File: config.mk
export PLATFORM = sky130hd
export DESIGN_NAME = wbk_ctrl_regs
export DESIGN_NICKNAME = d
export VERILOG_FILES = /design/src/rtl/wbk_pkg.sv /design/src/rtl/wbk_cfg_regs.sv /design/src/rtl/wbk_frame_seq.sv /design/src/rtl/wbk_rd_mux.sv /design/src/rtl/wbk_ctrl_regs.sv
export SDC_FILE = /design/constraint.sdc
export NUM_CORES = 1
export LEC_CHECK = 0
export ABC_CLOCK_PERIOD_IN_PS = 4600
export BUFFER_PORTS_ARGS = -buffer_cell sky130_fd_sc_hd__buf_2
export CAP_MARGIN = 20
export CORE_MARGIN = 3
export CORE_UTILIZATION = 50
export CTS_BUF_LIST = sky130_fd_sc_hd__clkbuf_16
export DETAILED_ROUTE_END_ITERATION = 7
export GPL_TIMING_DRIVEN = 0
export PLACE_DENSITY = 0.79
export SYNTH_ARGS = -nofsm -noshare
export SYNTH_HDL_FRONTEND = slang
export SYNTH_SLANG_ARGS = --single-unit
File: constraint.sdc
create_clock -name clk -period 4.6 [get_ports clk]
set_input_delay 0.69 -clock clk [delete_from_list [all_inputs] [get_ports clk]]
set_output_delay 0.69 -clock clk [all_outputs]
set_load 0.05 [all_outputs]
File: src/rtl/wbk_pkg.sv
package wbk_pkg;

    localparam int REG_AW = 5;
    localparam int WORD_W = 32;

    localparam logic [REG_AW-1:0] OFS_DST   = 5'h00;
    localparam logic [REG_AW-1:0] OFS_PITCH = 5'h04;
    localparam logic [REG_AW-1:0] OFS_DIM   = 5'h08;
    localparam logic [REG_AW-1:0] OFS_CTRL  = 5'h0C;
    localparam logic [REG_AW-1:0] OFS_PROG  = 5'h10;

    localparam int CB_GO    = 0;
    localparam int CB_BUSY  = 1;
    localparam int CB_IRQEN = 2;
    localparam int CB_ABORT = 14;
    localparam int CB_PD    = 21;

    localparam logic [7:0] ID_TAG = 8'h54;
    localparam logic [1:0] ID_REV = 2'b01;

    typedef enum logic [2:0] {
        SEL_DST,
        SEL_PITCH,
        SEL_DIM,
        SEL_CTRL,
        SEL_PROG,
        SEL_NONE
    } reg_sel_e;

    function automatic reg_sel_e decode_ofs(input logic [REG_AW-1:0] a);
        case (a)
            OFS_DST:   return SEL_DST;
            OFS_PITCH: return SEL_PITCH;
            OFS_DIM:   return SEL_DIM;
            OFS_CTRL:  return SEL_CTRL;
            OFS_PROG:  return SEL_PROG;
            default:   return SEL_NONE;
        endcase
    endfunction

    function automatic logic [WORD_W-1:0] id_word();
        logic [WORD_W-1:0] w;
        w = '0;
        w[31:24] = ID_TAG;
        w[23:22] = ID_REV;
        return w;
    endfunction

endpackage

File: src/rtl/wbk_cfg_regs.sv
module wbk_cfg_regs
    import wbk_pkg::*;
#(
    parameter int DATA_W      = 32,
    parameter int PTR_ALIGN   = 2,
    parameter int PITCH_ALIGN = 4
) (
    input  logic                clk,
    input  logic                rst,
    input  logic                wr_en,
    input  reg_sel_e            sel,
    input  logic [DATA_W-1:0]   wdata,
    output logic [DATA_W-1:0]   dst_q,
    output logic [DATA_W-1:0]   pitch_q,
    output logic [DATA_W/2-1:0] width_q,
    output logic [DATA_W/2-1:0] height_q,
    output logic                irq_en_q,
    output logic                pd_q
);
    localparam int HALF_W = DATA_W / 2;

    logic [DATA_W-1:PTR_ALIGN]   ptr_hi;
    logic [DATA_W-1:PITCH_ALIGN] pitch_hi;

    always_ff @(posedge clk) begin
        if (rst) begin
            ptr_hi   <= '0;
            pitch_hi <= '0;
            width_q  <= '0;
            height_q <= '0;
            irq_en_q <= 1'b0;
            pd_q     <= 1'b0;
        end else if (wr_en) begin
            case (sel)
                SEL_DST:   ptr_hi   <= wdata[DATA_W-1:PTR_ALIGN];
                SEL_PITCH: pitch_hi <= wdata[DATA_W-1:PITCH_ALIGN];
                SEL_DIM: begin
                    width_q  <= wdata[HALF_W-1:0];
                    height_q <= wdata[DATA_W-1:HALF_W];
                end
                SEL_CTRL: begin
                    irq_en_q <= wdata[CB_IRQEN];
                    pd_q     <= wdata[CB_PD];
                end
                default: ;
            endcase
        end
    end

    generate
        if (PTR_ALIGN > 0) begin : g_ptr_mask
            assign dst_q = {ptr_hi, {PTR_ALIGN{1'b0}}};
        end else begin : g_ptr_full
            assign dst_q = ptr_hi;
        end
        if (PITCH_ALIGN > 0) begin : g_pitch_mask
            assign pitch_q = {pitch_hi, {PITCH_ALIGN{1'b0}}};
        end else begin : g_pitch_full
            assign pitch_q = pitch_hi;
        end
    endgenerate

endmodule

File: src/rtl/wbk_frame_seq.sv
module wbk_frame_seq #(
    parameter int CNT_W = 16
) (
    input  logic             clk,
    input  logic             rst,
    input  logic             wr_ctrl,
    input  logic             wr_go,
    input  logic             wr_abort,
    input  logic             wr_pd,
    input  logic             pd_q,
    input  logic [CNT_W-1:0] height,
    input  logic             line_commit,
    output logic             busy,
    output logic [CNT_W-1:0] progress,
    output logic             start_p,
    output logic             done_p,
    output logic             abort_p
);
    logic go_ok;
    logic abort_hit;
    logic finish;

    always_comb begin
        go_ok     = wr_ctrl && wr_go && !wr_abort && !busy && !pd_q && !wr_pd;
        abort_hit = wr_ctrl && wr_abort && busy;
        finish    = busy && (progress >= height) && !abort_hit;
    end

    always_ff @(posedge clk) begin
        if (rst) begin
            busy     <= 1'b0;
            progress <= '0;
            start_p  <= 1'b0;
            done_p   <= 1'b0;
            abort_p  <= 1'b0;
        end else begin
            start_p <= go_ok;
            done_p  <= finish;
            abort_p <= abort_hit;
            if (go_ok) begin
                busy     <= 1'b1;
                progress <= '0;
            end else if (abort_hit || finish) begin
                busy <= 1'b0;
            end else if (busy && line_commit) begin
                progress <= progress + 1'b1;
            end
        end
    end

    // the line count only moves while a frame runs or a start clears it
    p_idle_hold_r11: assert property (@(posedge clk) disable iff (rst)
        (!busy && !go_ok) |=> $stable(progress));

    // a start pulse only follows an idle cycle
    p_start_idle_r7: assert property (@(posedge clk) disable iff (rst)
        start_p |-> !$past(busy));

    // a done pulse coincides with the fall of busy
    p_done_fall_r5: assert property (@(posedge clk) disable iff (rst)
        done_p |-> $fell(busy));

    // an abort never reports as a completed frame
    p_abort_nodone_r6: assert property (@(posedge clk) disable iff (rst)
        abort_p |-> (!done_p && !busy));

    // a new frame begins with an empty line count
    p_start_zero_r4: assert property (@(posedge clk) disable iff (rst)
        start_p |-> (busy && progress == '0));

endmodule

File: src/rtl/wbk_rd_mux.sv
module wbk_rd_mux
    import wbk_pkg::*;
#(
    parameter int DATA_W = 32,
    parameter int CNT_W  = 16
) (
    input  reg_sel_e            sel,
    input  logic [DATA_W-1:0]   dst_q,
    input  logic [DATA_W-1:0]   pitch_q,
    input  logic [DATA_W/2-1:0] width_q,
    input  logic [DATA_W/2-1:0] height_q,
    input  logic                irq_en_q,
    input  logic                pd_q,
    input  logic                busy,
    input  logic [CNT_W-1:0]    progress,
    output logic [DATA_W-1:0]   rdata
);
    logic [DATA_W-1:0] ctrl_word;

    always_comb begin
        ctrl_word           = id_word();
        ctrl_word[CB_BUSY]  = busy;
        ctrl_word[CB_IRQEN] = irq_en_q;
        ctrl_word[CB_PD]    = pd_q;
    end

    always_comb begin
        case (sel)
            SEL_DST:   rdata = dst_q;
            SEL_PITCH: rdata = pitch_q;
            SEL_DIM:   rdata = {height_q, width_q};
            SEL_CTRL:  rdata = ctrl_word;
            SEL_PROG:  rdata = {{(DATA_W-CNT_W){1'b0}}, progress};
            default:   rdata = '0;
        endcase
    end

    // identification bits are constant on every control read
    always_comb begin
        if (sel == SEL_CTRL) begin
            p_id_const_r10: assert (rdata[31:22] == {ID_TAG, ID_REV});
        end
    end

endmodule

File: src/rtl/wbk_ctrl_regs.sv
module wbk_ctrl_regs
    import wbk_pkg::*;
#(
    parameter int DATA_W      = 32,
    parameter int PTR_ALIGN   = 2,
    parameter int PITCH_ALIGN = 4
) (
    input  logic                clk,
    input  logic                rst,
    input  logic                bus_wr,
    input  logic [REG_AW-1:0]   bus_addr,
    input  logic [DATA_W-1:0]   bus_wdata,
    output logic [DATA_W-1:0]   bus_rdata,
    input  logic                line_commit,
    output logic                frame_start,
    output logic                frame_done,
    output logic                abort_req,
    output logic                mem_pd,
    output logic                irq,
    output logic [DATA_W-1:0]   dst_addr,
    output logic [DATA_W-1:0]   dst_stride,
    output logic [DATA_W/2-1:0] img_width,
    output logic [DATA_W/2-1:0] img_height
);
    localparam int HALF_W = DATA_W / 2;

    reg_sel_e          sel;
    logic              wr_ctrl;
    logic              irq_en_q;
    logic              pd_q;
    logic              busy;
    logic [HALF_W-1:0] progress;

    assign sel     = decode_ofs(bus_addr);
    assign wr_ctrl = bus_wr && (sel == SEL_CTRL);

    wbk_cfg_regs #(
        .DATA_W      (DATA_W),
        .PTR_ALIGN   (PTR_ALIGN),
        .PITCH_ALIGN (PITCH_ALIGN)
    ) u_cfg (
        .clk      (clk),
        .rst      (rst),
        .wr_en    (bus_wr),
        .sel      (sel),
        .wdata    (bus_wdata),
        .dst_q    (dst_addr),
        .pitch_q  (dst_stride),
        .width_q  (img_width),
        .height_q (img_height),
        .irq_en_q (irq_en_q),
        .pd_q     (pd_q)
    );

    wbk_frame_seq #(
        .CNT_W (HALF_W)
    ) u_seq (
        .clk         (clk),
        .rst         (rst),
        .wr_ctrl     (wr_ctrl),
        .wr_go       (bus_wdata[CB_GO]),
        .wr_abort    (bus_wdata[CB_ABORT]),
        .wr_pd       (bus_wdata[CB_PD]),
        .pd_q        (pd_q),
        .height      (img_height),
        .line_commit (line_commit),
        .busy        (busy),
        .progress    (progress),
        .start_p     (frame_start),
        .done_p      (frame_done),
        .abort_p     (abort_req)
    );

    wbk_rd_mux #(
        .DATA_W (DATA_W),
        .CNT_W  (HALF_W)
    ) u_rd (
        .sel      (sel),
        .dst_q    (dst_addr),
        .pitch_q  (dst_stride),
        .width_q  (img_width),
        .height_q (img_height),
        .irq_en_q (irq_en_q),
        .pd_q     (pd_q),
        .busy     (busy),
        .progress (progress),
        .rdata    (bus_rdata)
    );

    assign mem_pd = pd_q;
    assign irq    = irq_en_q && !busy;

    // the interrupt is never raised during a frame
    p_irq_idle_r9: assert property (@(posedge clk) disable iff (rst)
        irq |-> !busy);

    // a frame never starts with the memory powered down
    p_start_powered_r8: assert property (@(posedge clk) disable iff (rst)
        frame_start |-> !mem_pd);

    // completing a frame with the enable set raises the interrupt
    p_done_irq_r9: assert property (@(posedge clk) disable iff (rst)
        (frame_done && irq_en_q) |-> irq);

endmodule

After elaboration in Yosys (flattened, before gate mapping)
Cells that the tools add are included.
{"block": "classes", "add_sub_neg": 1, "magnitude_cmp": 1, "n_eq_ne": 8, "n_mux": 4, "n_bitwise": 1, "n_reduce_logical": 27}
{"op": "$pmux 32 s5", "count": 1}
{"op": "$add 16x1->16 const B", "count": 1}
{"op": "$ge 16x16->1", "count": 1}
{"op": "$pmux 3 s5", "count": 1}
{"op": "$logic_and 1x1->1", "count": 12}
{"op": "$eq 5x4->1 const B", "count": 2}
{"op": "$reduce_and 2->1", "count": 5}
{"op": "$eq 3x2->1 const B", "count": 2}
{"op": "$eq 5x3->1 const B", "count": 1}
{"op": "$eq 5x5->1 const B", "count": 1}
{"op": "$logic_not 1->1", "count": 5}
{"op": "$logic_not 5->1", "count": 1}
{"op": "$eq 3x1->1 const B", "count": 1}
{"op": "$eq 3x3->1 const B", "count": 1}
{"op": "$logic_not 3->1", "count": 1}
{"op": "$mux 1", "count": 2}
{"op": "$reduce_bool 2->1", "count": 1}
{"op": "$reduce_or 2->1", "count": 1}
{"op": "$logic_or 1x1->1", "count": 1}
{"op": "$not 1->1", "count": 1}
{"block": "totals", "register_bits": 112, "inputBits": 41, "output_inout_bits": 133, "elab_cells": 53}

Longest topological paths before layout
{"block": "logic_depth", "word_depth": 11, "ltp_mapped": 9, "mapped_depth_nobuf": 8}

Modules after synthesis
From an unflattened synthesis, not the netlist that was laid out.
{"block": "hier_totals", "cells_unflattened": 663, "area_unflattened_um2": 6231.0}
{"mod": "wbk_cfg_regs", "instances": 1, "cells_each": 345, "area_per_inst_um2": 3768.6, "seq_area_each_um2": 1841.8}
{"mod": "wbk_frame_seq", "instances": 1, "cells_each": 166, "area_per_inst_um2": 1368.8, "seq_area_each_um2": 400.4}
{"mod": "wbk_rd_mux", "instances": 1, "cells_each": 147, "area_per_inst_um2": 1038.5, "seq_area_each_um2": 0.0}
{"mod": "wbk_ctrl_regs", "instances": 1, "cells_each": 5, "area_per_inst_um2": 55.1, "seq_area_each_um2": 0.0}

Worst setup path before layout
OpenSTA, ideal clock, no wires.
{"block": "synth_path", "kind": "input -> output", "from": "input bus_addr[2]", "to": "output bus_rdata[22]", "arrival_time_ps": 2610, "required_time_ps": 3910, "path_slack_ps": 1300, "stages": 4, "path_buffers": 2, "path_cell_list": "buf_2 buf_1 a211oi_1 a211oi_1"}
{"block": "synth_via", "elab_chain_cells": 4, "word_cells_on_any_way": 12, "cone_classes": "eq/ne: 8; mux: 2; reduce/logical: 2"}
{"item": "from (decl)", "line": "wbk_ctrl_regs.sv:11", "rtl": "input logic [REG_AW-1:0] bus_addr,"}
{"item": "$eq 5x5->1 (tied with other cells)", "line": "wbk_pkg.sv:31", "rtl": "case (a)"}
{"item": "$pmux 3 s5 (*)", "line": "wbk_pkg.sv:31"}
{"item": "$eq 3x3->1 (tied with other cells)", "line": "wbk_rd_mux.sv:28", "rtl": "case (sel)"}
{"item": "$pmux 32 s5 (*)", "line": "wbk_rd_mux.sv:28"}
{"item": "to (decl)", "line": "wbk_ctrl_regs.sv:13", "rtl": "output logic [DATA_W-1:0] bus_rdata,"}
Mark *: on every way between the ends. The rest lies on a longest branch, timed or not.

Final worst setup path
{"block": "layout_path", "from": "input bus_addr[4]", "to": "output bus_rdata[12]"}
The elaborated chain is that of the path after synthesis.

==> impl_metrics.toml <==
[place]
placed_cells = 994
gp_congestion = 0.913
io_buffers = 164
dp_worst_setup_slack_ns = 0.962
dp_hpwl_um = 14000

[timing]
holdWs_ns = 0.472
clock_skew_ns = 0.0109
worstMarginPinSlew_ns = 0.795
tns_ns = 0
setup_viol = 0
fin_crit_sh_pct = 80.4
rsz0062_at_grt = "no"
layout_setup_ws_ns = 0.900
slew_headroom_pct = 47.0
final_max_slew_viol_count = 0
layout_min_cycle_time_ns = 3.70
fmax_mhz = 270
hold_viol = 0

[layout]
drive_gt1_share_pct = 22.5
diodes = 0
stdcell_count = 1010
layout_commonest_cell = "nand2_1"
area_delta_synth_final_pct = 24.6
fillers = 913
fin_nets = 930
layout_common_cells = "205 x nand2_1, 169 x buf_2, 112 x a21oi_1, 112 x dfxtp_1, 40 x clkbuf_1"

[route]
first_pass_iters = 6
num_vias = 5868
final_antenna_net_count = 0
drt_wl_total_um = 18600
drc_errors = 0
wire_per_inst_um = 18.4
drt_iter0_drc = 626
vias_per_cell = 5.81

[yosys]
synth_edf_count = 0
synth-seq-area-share_pct = 42.6
synth-main-ff-cell = "dfxtp_1"
syn_area_per_cell_um2 = 7.61
synth_async_sr_flop_share_pct = 0
yosysWarningCount = 0
yosys.area.top_type = "dfxtp_1"
ys_types = 40
syn-cell-area_um2 = 5270
synthesis.instances = 692
synth_top_cell_area_share_pct = 42.6
synth_seq_cells = 112
synthTopCellsByArea = "dfxtp_1 43%, nand2_1 15%, a21oi_1 11%"

[grt]
grt_overflow = 0
globalRouteTotalUtil_pct = 31.6
antenna_found_initial = 0
grt_first_pass_wirelength_um = 28900
grt_pass1_vias = 5633
grt_max_degree = 18

[clock_network]
htreeDepth = 3
cts_made_buffers = 9
postCtsSetupBuffers = 0
insertion_delay_ns = 0.35
cts_hold_buffers = 0
cts_tree = "built"
clock_sinks = 112
postCtsResizedCells = 0
cts_root_buf = "clkbuf_16"
clockBufferDepth = 2
path_clk_slew_ns = 0.07

[job]
maxCapViolCount = 0

[die]
die_y_um = 109
die_w_um = 109
io_pins = 174
core_um2 = 10000
rows = 36
dieArea_um2 = 11800
initial_utilization_pct = 52.7

[setup_path]
timing.critical_path.from_type = "input pin"
worstPathArrival_ns = 3.01
crit_fanout = 10
criticalPathCategory = "in -> out"
cp.required_ns = 3.91
endpoint_kind = "output pin"

[power_and_ir_drop]
powerDensity_nw_per_um2 = 290
power.ir.vdd_worst_uv = 245
p_leak_nw = 2.87

[min_path]
min_path_type = "reg -> reg"

[outcome]
outcome = "completed"
==> metal layers <==
layer	wire, um	track usage (%)	up-vias	part of all wire, %
met5	0	0	-	0
met4	623	15.1	0	3.4
met3	1910	5.68	56	10
met2	8910	51.1	390	48
met1	7120	40.8	2735	38
li1	-	-	2687	-
==> stage by stage <==
stage / instance area, um^2 / power, W / utilization (%)
floorplan: 5290 / 0.00109 / -
global placement: 6270 / 0.00115 / 62.7
detailed placement: 6270 / 0.00115 / 62.7
CTS: 6570 / 0.00190 / 65.7
global route: 6570 / 0.00195 / 65.7
finish: 6570 / 0.00191 / 65.7
==> registers in the layout, indices dropped and copies added, names as in the netlist, 16 cells and up <==
signal	count
u_cfg.ptr_hi	30
u_cfg.height_q	16
u_seq.progress	16
u_cfg.width_q	16
u_cfg.pitch_hi	28
==> path summary, 6_finish.rpt <==
kind | slack [ns] | depth (start not counted) | end | from
worst max-delay path | 0.90 | 8 | bus_rdata[12] | bus_addr[4]
worst min-delay path | 0.47 | 2 | u_cfg.pitch_hi[24]$_SDFFE_PP0P_ | u_cfg.pitch_hi[24]$_SDFFE_PP0P_
worst max register to register | 2.03 | 9 | u_seq.progress[10]$_SDFFE_PP0P_ | u_seq.progress[0]$_SDFFE_PP0P_
worst min register to register | 0.47 | 2 | u_cfg.pitch_hi[24]$_SDFFE_PP0P_ | u_cfg.pitch_hi[24]$_SDFFE_PP0P_
==> where the power goes <==
| part | total, W | internal [W] | leakage, nW | switching [W] |
|---|---|---|---|---|
| clock network | 0.000776 | 0.000419 | 0.149 | 0.000357 |
| registers | 0.000980 | 0.000975 | 0.903 | 0.00000516 |
| logic | 0.000150 | 0.0000382 | 1.82 | 0.000112 |
| total | 0.00191 | 0.00143 | 2.87 | 0.000474 |
==> area by class of cell <==
cell class	instances	area [um^2]	share of cell area [%]
Tap cell	133	166	2.53
Clock buffer	9	225	3.43
Clock inverter	7	66.3	1.01
Sequential cell	112	2240	34.2
Buffer	55	243	3.70
Inverter	18	67.6	1.03
Timing Repair Buffer	164	821	12.5
Multi-Input combinational cell	512	2730	41.6
==> cells in the mapped netlist, types with 6 or more instances <==
cell type and instances:
ha_1 17, a21oi_1 112, mux2i_1 13, a211oi_1 9
buf_4 8, dfxtp_1 112, nor2_1 39, nor2b_1 6
nand2_1 205, inv_1 18, clkbuf_1 40, nand4_1 12
and3_1 10, a22oi_1 25, nor3_1 6, xor2_1 10
==> worst max-delay path, cell delays in order <==
cell      delay, ns
buf_2          0.11
or3_1          0.40
buf_2          0.22
nor3_1         0.53
clkbuf_1       0.51
a22oi_1        0.17
nand2_1        0.11
buf_2          0.26
==> logic make-up (layout without fill, tap and decap cells) <==
logic type               count (synthesis)  after routing  synth area share (%)
buffers and inverters                   73            253                  5.89
adder cells (fa/ha/maj)                 17             17                  4.04
AO/OA/AOI/OAI                          165            165                  18.4
AND/OR/NAND/NOR                        297            297                  23.9
flip-flops                             112            112                  42.6
other                                    1              6                0.0712
XOR/XNOR                                11             11                  1.83
multiplexers                            16             16                  3.33
(Power assumes the default switching activity.)
